## config.mk

```make
export PLATFORM = sky130hd
export DESIGN_NAME = usb_stream_ctrl
export DESIGN_NICKNAME = d
export VERILOG_FILES = /design/src/rtl/usb_stream_ctrl.sv
export SDC_FILE = /design/constraint.sdc
export NUM_CORES = 1
export LEC_CHECK = 0
export BUFFER_PORTS_ARGS = -buffer_cell sky130_fd_sc_hd__buf_2
export CORE_MARGIN = 2
export CORE_UTILIZATION = 51
export CTS_BUF_LIST = sky130_fd_sc_hd__clkbuf_2 sky130_fd_sc_hd__clkbuf_4 sky130_fd_sc_hd__clkbuf_8
export CTS_CLUSTER_SIZE = 10
export DETAILED_ROUTE_END_ITERATION = 12
export PLACE_DENSITY = 0.94
export SYNTH_ARGS = -nofsm -noshare
export SYNTH_HDL_FRONTEND = slang
export SYNTH_SLANG_ARGS = --single-unit
```

## constraint.sdc

```tcl
create_clock -name clk -period 4 [get_ports clk]
set_clock_uncertainty 0.15 [all_clocks]
set_input_delay 1 -clock clk [delete_from_list [all_inputs] [get_ports clk]]
set_output_delay 1 -clock clk [all_outputs]
set_load 0.005 [all_outputs]
```

## src/rtl/usb_stream_ctrl.sv

```systemverilog
module usb_stream_ctrl #(
  parameter int IMG_W       = 640,
  parameter int IMG_H       = 480,
  parameter int GRAY_MODE   = 1,
  parameter int BURST_WORDS = 8192,
  parameter int FIFO_DEPTH  = 16384,
  localparam int LVLW = $clog2(FIFO_DEPTH + 1),
  localparam int BCW  = $clog2(BURST_WORDS)
) (
  input  logic            clk,
  input  logic            rst_n,
  input  logic [15:0]     dq_in,
  output logic [15:0]     dq_out,
  output logic            dq_drive,
  output logic [1:0]      ep_addr,
  output logic            cs_n,
  output logic            rd_n,
  output logic            oe_n,
  output logic            wr_n,
  output logic            pktend_n,
  input  logic            rx_rdy,
  input  logic            tx_rdy,
  output logic            stream_on,
  input  logic [LVLW-1:0] right_level,
  output logic            right_rd,
  input  logic [15:0]     right_data,
  input  logic [LVLW-1:0] left_level,
  output logic            left_rd,
  input  logic [15:0]     left_data
);
  localparam logic [1:0]  EP_CMD = 2'd0, EP_RIGHT = 2'd1, EP_LEFT = 2'd2;
  localparam logic [15:0] CMD_QUERY = 16'h0101, CMD_START = 16'h1111, CMD_STOP = 16'h0f0f;
  localparam logic [7:0]  ITYPE = (GRAY_MODE == 1) ? 8'hAA : 8'hBB;
  localparam logic [7:0]  STYPE = 8'h01;

  typedef enum logic [2:0] {S_ARB, S_SETTLE, S_RD, S_LAT, S_PARAM, S_PEND, S_BURST} state_t;
  typedef enum logic [1:0] {D_CMD, D_BURST, D_PARAM} dest_t;

  state_t         state;
  dest_t          dest;
  logic           phase, side, wait_cnt;
  logic [1:0]     widx;
  logic [BCW-1:0] bcnt;
  logic [15:0]    param_word;
  logic           side_full;

  assign side_full = side ? (left_level  >= LVLW'(BURST_WORDS))
                          : (right_level >= LVLW'(BURST_WORDS));

  always_ff @(posedge clk or negedge rst_n) begin
    if (!rst_n) begin
      state <= S_ARB;  dest <= D_CMD;  ep_addr <= EP_CMD;  cs_n <= 1'b1;
      phase <= 1'b0;   side <= 1'b0;   wait_cnt <= 1'b0;
      widx <= '0;      bcnt <= '0;     stream_on <= 1'b0;
    end else begin
      cs_n <= 1'b0;
      case (state)
        S_ARB:
          if (!phase) begin
            ep_addr <= EP_CMD; dest <= D_CMD; wait_cnt <= 1'b0; state <= S_SETTLE;
          end else if (stream_on && side_full) begin
            ep_addr <= side ? EP_LEFT : EP_RIGHT; dest <= D_BURST;
            wait_cnt <= 1'b0; state <= S_SETTLE;
          end else begin
            phase <= 1'b0; side <= ~side;
          end
        S_SETTLE:
          if (!wait_cnt) wait_cnt <= 1'b1;
          else case (dest)
            D_CMD:
              if (rx_rdy) state <= S_RD;
              else begin phase <= 1'b1; state <= S_ARB; end
            D_BURST:
              if (tx_rdy) begin bcnt <= '0; state <= S_BURST; end
              else begin side <= ~side; phase <= 1'b0; state <= S_ARB; end
            default:
              if (tx_rdy) begin widx <= '0; state <= S_PARAM; end
          endcase
        S_RD: state <= S_LAT;
        S_LAT: begin
          phase <= 1'b1; state <= S_ARB;
          case (dq_in)
            CMD_START: stream_on <= 1'b1;
            CMD_STOP:  stream_on <= 1'b0;
            CMD_QUERY: begin
              ep_addr <= EP_RIGHT; dest <= D_PARAM; wait_cnt <= 1'b0; state <= S_SETTLE;
            end
            default: ;
          endcase
        end
        S_PARAM:
          if (widx == 2'd2) state <= S_PEND;
          else widx <= widx + 2'd1;
        S_PEND: begin phase <= 1'b1; state <= S_ARB; end
        S_BURST:
          if (bcnt == BCW'(BURST_WORDS - 1)) begin
            side <= ~side; phase <= 1'b0; state <= S_ARB;
          end else bcnt <= bcnt + 1'b1;
        default: state <= S_ARB;
      endcase
    end
  end

  always_comb
    case (widx)
      2'd0:    param_word = {STYPE, ITYPE};
      2'd1:    param_word = 16'(IMG_W);
      default: param_word = 16'(IMG_H);
    endcase

  assign rd_n     = !(state == S_RD);
  assign oe_n     = !(state == S_RD || state == S_LAT);
  assign wr_n     = !(state == S_PARAM || state == S_BURST);
  assign pktend_n = !(state == S_PEND);
  assign dq_drive = !wr_n;
  assign right_rd = (state == S_BURST) && !side;
  assign left_rd  = (state == S_BURST) && side;
  assign dq_out   = (state == S_PARAM) ? param_word : (side ? left_data : right_data);


  addr_settle_chk: assert property (@(posedge clk) disable iff (!rst_n)
    ($fell(rd_n) || $fell(wr_n)) |-> ($stable(ep_addr) && ep_addr == $past(ep_addr, 2)));

  pktend_after_write_chk: assert property (@(posedge clk) disable iff (!rst_n)
    $fell(pktend_n) |-> ($past(!wr_n) && $stable(ep_addr) && ep_addr == EP_RIGHT));

  pop_matches_addr_chk: assert property (@(posedge clk) disable iff (!rst_n)
    (right_rd || left_rd) |-> (!wr_n && ep_addr == (right_rd ? EP_RIGHT : EP_LEFT)));

  burst_needs_data_chk: assert property (@(posedge clk) disable iff (!rst_n)
    ($rose(right_rd) |-> right_level >= LVLW'(BURST_WORDS)) and
    ($rose(left_rd)  |-> left_level  >= LVLW'(BURST_WORDS)));

  stream_after_read_chk: assert property (@(posedge clk) disable iff (!rst_n)
    (stream_on != $past(stream_on)) |-> $past(!oe_n && rd_n));

  burst_hold_chk: assert property (@(posedge clk) disable iff (!rst_n)
    (!wr_n && ep_addr != EP_RIGHT && ep_addr != EP_CMD && state == S_BURST &&
     bcnt != BCW'(BURST_WORDS - 1)) |=> !wr_n);
endmodule

```

### Word level (Yosys, flattened, before mapping)

Cells that the tools add are included.
Widths: inputs -> output; s select.

| word-level totals | value |
|---|---|
| bits in registers | 27 |
| word-level logic and storage cells | 129 |
| output and inout bits | 27 |
| bits of input ports | 82 |

| operators by class | value |
|---|---|
| mux-type cells | 54 |
| $add $sub $neg | 2 |
| bitwise operators | 1 |
| $lt $le $gt $ge | 2 |
| equal/unequal tests | 30 |
| reductions and logical operators | 30 |

Operators with widths:

| cell | number |
|---|---|
| $mux 13 | 4 |
| $mux 16 | 2 |
| $ge 15x14->1 const B | 2 |
| $pmux 13 s2 | 1 |
| $mux 2 | 12 |
| $ne 2x2->1 const B | 11 |
| $mux 3 | 7 |
| $pmux 10 s2 | 1 |
| $pmux 3 s6 | 1 |
| $mux 1 | 17 |
| $eq 16x12->1 const B | 1 |
| $eq 16x13->1 const B | 1 |
| $eq 16x9->1 const B | 1 |
| $reduce_and 5->1 | 3 |
| $add 13x1->13 const B | 1 |
| $eq 13x13->1 const B | 1 |
| $ne 3x3->1 const B | 4 |
| $pmux 2 s2 | 3 |
| $eq 3x3->1 const B | 3 |
| $reduce_bool 2->1 | 4 |
| $reduce_and 7->1 | 1 |
| $eq 3x2->1 const B | 2 |
| $pmux 1 s3 | 2 |
| $pmux 3 s2 | 1 |
| 20 further kinds | 33 |

### Depth between registers and ports, before layout

Gate-level depths: netlist of run 1.

| logic depth | value |
|---|---|
| depth in word-level cells | 6 |
| depth in mapped cells | 6 |
| gate-level depth less buffers | 6 |

### Worst setup path before layout of run 1

No wires, ideal clock.

| timing | value |
|---|---|
| path type | input to register |
| from | input dq_in[2] |
| to | register stream_on |
| path buffers | 0 |
| arrival | 2.292 ns |
| data required time | 3.772 ns |
| stages on the path | 4 |
| setup slack | 1.481 ns |
| setup time | 0.078 ns |
| cells stage by stage | or4_1 > or4_1 > o31ai_2 > o2bb2ai_1 |

| between the ends | value |
|---|---|
| longest elaborated chain between the ends | 3 |
| elaborated cells between the ends (all ways) | 5 |
| classes of those cells | eq/ne (2); mux (1); reduce/logical (2) |

RTL lines:

| what | RTL line | source |
|---|---|---|
| start, declared | 12 | `input logic [15:0] dq_in,` |
| $eq 16x12->1 or $eq 16x13->1 (tied branches) | 82 | `case (dq_in)` |
| $reduce_bool 2->1 (no line) | -- |  |
| $reduce_and 2->1 (no line) | -- |  |
| end signal, assigned | 54 | `widx <= '0; bcnt <= '0; stream_on <= 1'b0;` |
| end signal, assigned | 83 | `CMD_START: stream_on <= 1'b1;` |
| end signal, assigned | 84 | `CMD_STOP: stream_on <= 1'b0;` |
| end, declared | 23 | `output logic stream_on,` |

Several ways; a longest one is shown, not always the timed one.
A chain may end at the register's enable or synchronous reset.

### Final worst setup path of run 1

| timing | value |
|---|---|
| from | register state[2] |
| to | output dq_out[8] |

| between the ends | value |
|---|---|
| longest elaborated chain between the ends | 2 |

RTL lines:

| what | RTL line | source |
|---|---|---|
| start, declared | 39 | `state_t state;` |
| start signal, assigned | 52 | `state <= S_ARB; dest <= D_CMD; ep_addr <= EP_CMD; cs_n <= 1'b1;` |
| start signal, assigned | 60 | `ep_addr <= EP_CMD; dest <= D_CMD; wait_cnt <= 1'b0; state <= S_SETTLE;` |
| start signal, assigned | 63 | `wait_cnt <= 1'b0; state <= S_SETTLE;` |
| $eq 3x3->1 | 118 | `assign dq_out = (state == S_PARAM) ? param_word : (side ? left_data : right_data);` |
| $mux 16 | 118 |  |
| end, declared | 13 | `output logic [15:0] dq_out,` |

Every way passes these cells.

==> run metrics, run 1 <==
number of enable-type register cells in the synthesized netlist=0; Total GRT Usage=22.9%; total power density per cell area=566 mW/mm^2; clock transition time at the flip-flop clock pins of the worst setup and hold paths=0.10 ns; largest net degree at the start of global routing=28; setup slack, reg-to-reg=1.42 ns; clock latency on the worst-skew pair=0.28 ns; RSZ-0062 raised after global routing=no; port bufs=82; DIE AREA=0.00472 sq mm; Core Box Area=0.00400 sq mm; outcome=complete, no violations; maximum clock rate=0.311 GHz; cell internal power dissipation=0.000827 W; width of the die=68.7 um; vias post-DR=2249; Data required, critical path=2.85 ns; detail-routed via count per cell=5.93; switching component of the power=0.000642 W; total number of clock tree sinks=27; Setup-failing EPs final=0; diode count=0; Final #Nets=417; Final period util=80.3%; final setup TNS=0 ns; Final Wtd Congestion=0.898; Critical Setup Path Class=flip-flop to primary output; total of warnings raised by yosys=0; max-capacitance violation count=0; number of post-CTS setup repair buffers=0; number of buffers added by the clock tree synthesis step=3; vias in the first global route=2044; number of antenna violations at the first check in global routing=0; share of async-settable or async-resettable flops after synthesis=100%; first-pass GRT wire length=8.42 mm; relative contribution of sequential cells to total power=39.9%; CP Capture Type=primary output; number of instances resized during post-cts repair=0; Slowest Stage Delay on Critical Path=0.79 ns; grt total ovfl=0; primary flip-flop cell chosen by synthesis mapping=sky130_fd_sc_hd__dfrtp_1; Reg2Reg Capture Point=state[2]; number of buffers added to fix hold violations after cts=0; worst vdd rail ir drop=0.000293 V; final count of hold timing violations=0; worst-path maximum fanout=24; total iterations of the first detailed-routing run=5; min-delay worst type=flip-flop to flip-flop; HPWL reported at the end of detailed placement=4.01 mm; Clock Tree Root=sky130_fd_sc_hd__clkbuf_8; effective utilization at floorplan=53.3%; Worst Setup Start Kind=flip-flop; part of the Yosys area used for sequential elements=31.7%; buffer levels on the longest clock path=2; Max Slew Vio Count=0; Initial DRC Count=172; commonest non-fill, non-tap cell in the layout=sky130_fd_sc_hd__buf_2; total placed instance area=0.00255 sq mm; maximum level of the CTS H-tree=1; post-layout instance area=0.00260 sq mm; mean cell area of the mapped netlist=8.30 sq um; Hold Path End=bcnt[12]; Switching Fraction=43.7%; number of remaining DRC errors=0; number of nets in the synthesized netlist=344; fraction of power consumed by the clock network=11.1%; slew at the pin closest to its max-slew limit=1.04 ns; post-route non-filler standard cell count=379; synthesis-to-finish area growth=21.8%; worst hold path depth=2; combinational fraction of design power=49.0%; layout cell share with drive strength beyond 1=29.5%; Post-Syn Area=0.00213 sq mm; depth of the worst register-to-register path=4; cell with the biggest individual delay on the critical path=sky130_fd_sc_hd__dfrtp_1; Final Util=65.0%; top-level I/O count=109; Cells after Synth=257; relative max-transition margin=30.8%; post-route antenna net violation count=0; startpoint of the tightest hold check path=bcnt[12]; overall power consumption=0.00147 W; total detailed-routing wirelength=5.38 mm; placed cells=375; average routed wire per standard cell=14.2 um; worst reg2reg path startpoint=side; commonest non-fill, non-tap cells in the layout=sky130_fd_sc_hd__buf_2, sky130_fd_sc_hd__nor2_1, sky130_fd_sc_hd__dfrtp_1; sequence of cells on the critical path=and2_1 > a211oi_1 > a21oi_1 > buf_2; y dimension of the die=68.7 um; standby leakage power=1.22 nW; count of unique library cells instantiated by Yosys=59; Min Clock Period, post-route=3.21 ns; arrival time worst endpoint=2.06 ns; site row count=23; post-synthesis register bit count=27; CTS tree=yes
## flip-flops by register name, summed over array words and instances (netlist names)
| signal | cells |
|---|---|
| stream_on | 1 |
| side | 1 |
| wait_cnt | 1 |
| widx | 2 |
| state | 3 |
| phase | 1 |
| ep_addr | 2 |
| dest | 2 |
| bcnt | 13 |
| cs_n | 1 |
## worst max-delay path, delay by kind of cell (launching register included)
kind	cells	cell delay, ns
AO/OA/AOI/OAI	2	0.30
buffers and inverters	1	0.14
flip-flops	1	0.79
AND/OR/NAND/NOR	1	0.55
## final cells by class
type | instances | area [sq um]
fillers | 340 | 1400
multi-input cells | 198 | 1330
flip-flops and latches | 27 | 677
repair buffers | 83 | 418
inverters | 17 | 63.8
well taps | 50 | 62.6
clock buffers | 3 | 41.3
clock inverters | 1 | 7.51
## Yosys cell counts (3+ instances only)
| cell | instances | share of area, % |
|---|---|---|
| sky130_fd_sc_hd__dfrtp_1 | 26 | 30 |
| sky130_fd_sc_hd__nor2_1 | 26 | 4.6 |
| sky130_fd_sc_hd__nand2_1 | 18 | 3.2 |
| sky130_fd_sc_hd__inv_1 | 17 | 3.0 |
| sky130_fd_sc_hd__mux2i_1 | 16 | 7.5 |
| sky130_fd_sc_hd__nand3_1 | 11 | 2.6 |
| sky130_fd_sc_hd__o21ai_0 | 10 | 2.3 |
| sky130_fd_sc_hd__a21oi_1 | 8 | 1.9 |
| sky130_fd_sc_hd__clkbuf_1 | 7 | 1.2 |
| sky130_fd_sc_hd__o211ai_1 | 7 | 2.5 |
| sky130_fd_sc_hd__a31oi_1 | 6 | 1.8 |
| sky130_fd_sc_hd__nor2b_1 | 6 | 1.8 |
| sky130_fd_sc_hd__ha_1 | 5 | 2.9 |
| sky130_fd_sc_hd__nand2b_1 | 5 | 1.5 |
| sky130_fd_sc_hd__nor3_1 | 5 | 1.2 |
| sky130_fd_sc_hd__or4_1 | 5 | 1.8 |
| sky130_fd_sc_hd__buf_1 | 4 | 0.70 |
| sky130_fd_sc_hd__nor3b_1 | 4 | 1.4 |
| sky130_fd_sc_hd__o31ai_1 | 4 | 1.4 |
| sky130_fd_sc_hd__buf_2 | 3 | 0.70 |
| sky130_fd_sc_hd__nand3b_1 | 3 | 1.1 |
| sky130_fd_sc_hd__nand4_1 | 3 | 0.88 |
| sky130_fd_sc_hd__o21a_1 | 3 | 1.1 |
| sky130_fd_sc_hd__o21ai_1 | 3 | 0.70 |
| sky130_fd_sc_hd__o22ai_1 | 3 | 0.88 |
## metal layers
| layer | track usage, % | share of wire (%) | vias to the layer above |
|---|---|---|---|
| li1 | - | - | 1076 |
| met5 | 0 | 0 | - |
| met2 | 44.1 | 49 | 115 |
| met4 | 5.75 | 0.80 | 0 |
| met1 | 26.4 | 40 | 1054 |
| met3 | 2.76 | 9.3 | 4 |
## metrics by stage
stage                     setup WS (ns)  hold WS [ns]
after floorplan                    1.48         0.313
after global placement             1.20         0.332
after detailed placement           1.12         0.335
after CTS                         0.788         0.359
after global routing              0.652         0.400
final                             0.787         0.360
## power by group through the flow
stage | logic [W] | registers (W) | clock network [W]
global route | 0.000818 | 0.000610 | 0.000177
detailed placement | 0.000715 | 0.000587 | 0
floorplan | 0.000617 | 0.000457 | 0
CTS | 0.000722 | 0.000580 | 0.000166
finish | 0.000721 | 0.000586 | 0.000164
global placement | 0.000688 | 0.000574 | 0
## cell families (layout without fill, tap and decap cells)
kind of cell	after synthesis	count (layout)	synth area share [%]
buffers and inverters	32	104	5.98
AND/OR/NAND/NOR	104	104	27.5
flip-flops	27	27	31.7
AO/OA/AOI/OAI	65	65	20.9
XOR/XNOR	4	4	1.64
multiplexers	19	19	9.09
other	1	1	0.176
adder cells (fa/ha/maj)	5	5	2.93
## worst max path at each step
| stage | start | end | slack (ns) | depth (start not counted) |
|---|---|---|---|---|
| 2_1_floorplan | dq_in[2] | stream_on | 1.48 | 4 |
| 3_3_place_gp | state[2] | dq_out[8] | 1.20 | 4 |
| 3_5_place_dp | state[2] | dq_out[8] | 1.12 | 4 |
| 4_1_cts | state[2] | dq_out[8] | 0.79 | 4 |
| 5_1_grt | state[2] | dq_out[8] | 0.65 | 4 |
| 6_report | state[2] | dq_out[8] | 0.79 | 4 |
No activity file was read; power rests on OpenSTA's default activity.
==> inputs of run 2 (changes only) <==
- CORE_UTILIZATION: 51 -> 43
- PLACE_DENSITY: 0.94 -> 0.85
- clock period: 4 -> 2.65 ns (I/O delays scaled with it)
==> run 2 against run 1 <==
  * Setup slack worse by 0.59 ns
  * Sequential power is 27% higher
  * Total power is 54% higher
  * Via count is 2.1% lower
  * Non-clock buffer count is 5 higher
  * Highest routed layer unchanged
==> run metrics, run 2 (synthesis gave the netlist of run 1 again) <==
total power density per cell area=851 mW/mm^2; Final Wtd Congestion=0.889; number of remaining DRC errors=0; post-route non-filler standard cell count=401; top register by number of flip-flops=bcnt; Final period util=92.5%; Clock Tree Root=sky130_fd_sc_hd__clkbuf_8; registers with the highest flip-flop counts=bcnt x13, state x3; maximum level of the CTS H-tree=1; synthesis-to-finish area growth=24.6%; Critical Setup Path Class=flip-flop to primary output; Final #Nets=422; depth of the worst register-to-register path=5; Slowest Stage Delay on Critical Path=0.47 ns; total number of clock tree sinks=27; min-delay worst type=primary input to async pin; Setup-failing EPs final=0; top-level I/O count=109; setup slack, reg-to-reg=0.48 ns; worst vdd rail ir drop=0.000349 V; post-route antenna net violation count=0; Core Box Area=0.00475 sq mm; y dimension of the die=74.4 um; CTS tree=yes; vias post-DR=2201; arrival time worst endpoint=1.64 ns; post-layout instance area=0.00266 sq mm; total iterations of the first detailed-routing run=4; final count of hold timing violations=0; grt total ovfl=0; final setup TNS=0 ns; multi-input gate area in the final layout=0.00133 sq mm; width of the die=74.4 um; Total GRT Usage=20.8%; DIE AREA=0.00554 sq mm; commonest non-fill, non-tap cell in the layout=sky130_fd_sc_hd__buf_2; clock latency on the worst-skew pair=0.28 ns; worst reg2reg path startpoint=bcnt[0]; flip-flop count of the largest register after layout=13; Data required, critical path=1.84 ns; Worst Setup Start Kind=flip-flop; site row count=25; number of antenna violations at the first check in global routing=0; max-capacitance violation count=0; effective utilization at floorplan=44.9%; number of buffers added to fix hold violations after cts=0; diode count=0; Max Slew Vio Count=0; maximum clock rate=0.408 GHz; standby leakage power=1.25 nW; number of buffers added by the clock tree synthesis step=3; Min Clock Period, post-route=2.45 ns; # fillers=458; largest net degree at the start of global routing=28; clock transition time at the flip-flop clock pins of the worst setup and hold paths=0.10 ns; vias in the first global route=2129; HPWL reported at the end of detailed placement=4.25 mm; slew at the pin closest to its max-slew limit=0.631 ns; combined flip-flop and latch cell area=677 sq um; worst-path maximum fanout=16; Reg2Reg Capture Point=bcnt[11]; buffer levels on the longest clock path=2; relative max-transition margin=58.0%; RSZ-0062 raised after global routing=no; cell with the biggest individual delay on the critical path=sky130_fd_sc_hd__and2_1; detail-routed via count per cell=5.49; first-pass GRT wire length=9.29 mm; placed cells=397; layout cell share with drive strength beyond 1=30.5%; number of post-CTS setup repair buffers=0; total placed instance area=0.00261 sq mm; Initial DRC Count=111; outcome=complete, no violations; commonest non-fill, non-tap cells in the layout=sky130_fd_sc_hd__buf_2, sky130_fd_sc_hd__nor2_1, sky130_fd_sc_hd__dfrtp_1; sequence of cells on the critical path=nor2_1 > and2_1 > a211oi_1 > a21oi_1 > buf_2; CP Capture Type=primary output; port bufs=82; total detailed-routing wirelength=5.58 mm; average routed wire per standard cell=13.9 um; number of instances resized during post-cts repair=0
[run 2: worst max path at each step]
stage,start,end,slack [ns],cells past startpoint
2_1_floorplan,dq_in[2],stream_on,0.47,4
3_3_place_gp,dq_in[2],stream_on,0.34,5
3_5_place_dp,dq_in[2],stream_on,0.32,5
4_1_cts,state[0],dq_out[5],0.18,5
5_1_grt,state[0],dq_out[8],0.04,5
6_report,state[0],dq_out[8],0.20,5
[run 2: routing by layer]
metal  global-route usage, %  share of wire [%]  up-vias
met3                    2.17                4.6        8
met4                    5.56                1.5        0
met1                    27.4                 45     1030
li1                        -                  -     1097
met2                    36.4                 49       66
met5                       0                  0        -
[run 2: where the power goes]
group	total (W)	switching, W	internal, W	leakage (nW)
combinational	0.00127	0.000654	0.000611	0.886
clock	0.000252	0.000145	0.000107	0.0217
sequential	0.000745	0.000179	0.000566	0.339
[run 2: worst max-delay path: cells and delay by family, from the launching register on]
family,cells,cell delay [ns]
AOI/OAI and AO/OA,2,0.23
and+or+nand+nor,2,0.60
buffers and inverters,1,0.13
DFF,1,0.39
[run 2: stage by stage]
step	power [W]	util (%)	setup slack, ns	hold slack (ns)
floorplan	0.00162	-	0.468	0.217
global placement	0.00196	54.9	0.336	0.331
detailed placement	0.00201	54.9	0.317	0.351
CTS	0.00226	55.9	0.183	0.265
global route	0.00245	55.9	0.0355	0.295
finish	0.00226	55.9	0.199	0.236
[run 2: final cells by class]
cell class | instances | area share [%]
well taps | 67 | 3.15
clock inverters | 1 | 0.282
multi-input cells | 198 | 50.0
repair buffers | 88 | 17.1
clock buffers | 3 | 1.55
inverters | 17 | 2.40
flip-flops and latches | 27 | 25.5
==> inputs of run 3 (changes only) <==
- CORE_UTILIZATION: 43 -> 47
- PLACE_DENSITY: 0.85 -> 0.88
- clock period: 2.65 -> 2.3 ns (I/O delays scaled with it)
==> run 3 against run 2 <==
  * Cell count is 0.50% lower
  * Global-route usage grew 0.18 points
  * Routed wire length fell by 0.72%
  * Total power increased by 21%
  * Sequential power is 17% higher
  * Die area down 8.1%
  * Clock power up 9.5%
  * First-iteration DRC count shrank 21%
  * Sequential cell count did not move
  * Register-to-register slack lost 0.27 ns
  * Critical path type unchanged
==> run metrics, run 3 (synthesis gave the netlist of run 1 again) <==
combined flip-flop and latch cell area=679 sq um; largest net degree at the start of global routing=28; total power density per cell area=991 mW/mm^2; overall power consumption=0.00274 W; outcome=complete, no violations; Min Clock Period, post-route=2.21 ns; Final Util=63.4%; Worst Setup Start Kind=flip-flop; top-level I/O count=109; CP Capture Type=primary output; post-route non-filler standard cell count=399; multi-input gate area in the final layout=0.00134 sq mm; effective utilization at floorplan=49.0%; layout cell share with drive strength beyond 1=35.2%; arrival time worst endpoint=1.49 ns; commonest non-fill, non-tap cells in the layout=sky130_fd_sc_hd__buf_2, sky130_fd_sc_hd__nor2_1, sky130_fd_sc_hd__dfrtp_1; worst reg2reg path startpoint=bcnt[0]; registers with the highest flip-flop counts=bcnt x13, state x3; Slowest Stage Delay on Critical Path=0.46 ns; Data required, critical path=1.57 ns; worst vdd rail ir drop=0.000373 V; number of buffer and inverter instances along the worst setup path=1; site row count=24; final count of hold timing violations=0; depth of the worst register-to-register path=5; relative max-transition margin=58.6%; width of the die=71.4 um; cell with the biggest individual delay on the critical path=sky130_fd_sc_hd__dfrtp_2; first-pass GRT wire length=8.85 mm; Max Slew Vio Count=0; y dimension of the die=71.4 um; setup slack, reg-to-reg=0.21 ns; HPWL reported at the end of detailed placement=4.24 mm; post-route worst hold slack=0.153 ns; sequence of cells on the critical path=nor2_4 > nand2_2 > or3_1 > o21ai_1 > buf_2; Initial DRC Count=88; synthesis-to-finish area growth=29.5%; DIE AREA=0.00509 sq mm; post-route antenna net violation count=0; clock latency on the worst-skew pair=0.27 ns; vias in the first global route=2124; Setup-failing EPs final=0; max-capacitance violation count=0; total number of clock tree sinks=27; Final Wtd Congestion=0.927; Clock Tree Root=sky130_fd_sc_hd__clkbuf_8; Final period util=96.2%; total detailed-routing wirelength=5.54 mm; final worst-path setup slack=0.0880 ns; maximum clock rate=0.452 GHz; # fillers=376; port bufs=82; slew at the pin closest to its max-slew limit=0.621 ns; flip-flop count of the largest register after layout=13; CTS tree=yes; Critical Setup Path Class=flip-flop to primary output; Total GRT Usage=21.0%; grt total ovfl=0; detail-routed via count per cell=5.73; maximum level of the CTS H-tree=1; commonest non-fill, non-tap cell in the layout=sky130_fd_sc_hd__buf_2; clock transition time at the flip-flop clock pins of the worst setup and hold paths=0.09 ns; diode count=0; buffer levels on the longest clock path=2; family with the most delay on the worst path=simple AND/OR/NAND/NOR gates; worst slack at placement=0.0326 ns; number of remaining DRC errors=0; standby leakage power=1.32 nW; Final #Nets=435; Core Box Area=0.00435 sq mm; number of antenna violations at the first check in global routing=0; worst-path maximum fanout=4; Reg2Reg Capture Point=state[2]; vias post-DR=2285; average routed wire per standard cell=13.9 um; number of buffers added by the clock tree synthesis step=3; placed cells=389; min-delay worst type=primary input to async pin; top register by number of flip-flops=bcnt; total iterations of the first detailed-routing run=5
[run 3: power by group]
part | internal, W | switching, W
sequential | 0.000655 | 0.000214
clock | 0.000122 | 0.000154
combinational | 0.000821 | 0.000773
total | 0.00160 | 0.00114
[run 3: metrics by stage]
stage	setup TNS, ns	area [sq um]
final	0	2760
after global routing	-0.00444	2760
after CTS	0	2700
after detailed placement	0	2660
after global placement	0	2660
after floorplan	0	2130
[run 3: layout make-up]
| cell class | instances | share of cell area, % |
|---|---|---|
| clock buffer | 3 | 1.49 |
| clock inverter | 1 | 0.181 |
| inverter | 17 | 2.31 |
| multi-input combinational | 198 | 48.6 |
| sequential | 27 | 24.6 |
| tap | 52 | 2.36 |
| timing repair buffer | 101 | 20.5 |
[run 3: repair_timing]
| action | 4_1_cts | 5_1_grt |
|---|---|---|
| gates resized for setup | 1 | 8 |
| setup endpoints to repair | 1 | 12 |
| setup buffers | 0 | 6 |
| pin swaps | 0 | 1 |
| hold buffers | 0 | 0 |
[run 3: layer usage]
metal	track usage (%)	share of wire, %	vias to the layer above
met5	0	0	-
met4	6.29	0.70	0
met3	2.81	10	6
met2	38.8	48	125
met1	25.2	41	1039
li1	-	-	1115
[run 3: worst register-to-register path, stage by stage (launching register included)]
cell,delay (ns)
sky130_fd_sc_hd__dfrtp_1,0.40
sky130_fd_sc_hd__ha_1,0.22
sky130_fd_sc_hd__nand2_1,0.17
sky130_fd_sc_hd__nor4_4,0.52
sky130_fd_sc_hd__o211ai_1,0.16
sky130_fd_sc_hd__mux2_1,0.35
[run 3: how the worst max path moves through the flow]
stage	start	to	slack, ns	cells after the start
floorplan	dq_in[2]	stream_on	0.21	4
CTS	widx[0]	dq_out[6]	0.03	5
global route	state[1]	dq_out[6]	-0.003	5
finish	state[1]	dq_out[6]	0.09	5
detailed placement	dq_in[2]	stream_on	0.03	5
global placement	dq_in[2]	stream_on	0.06	5
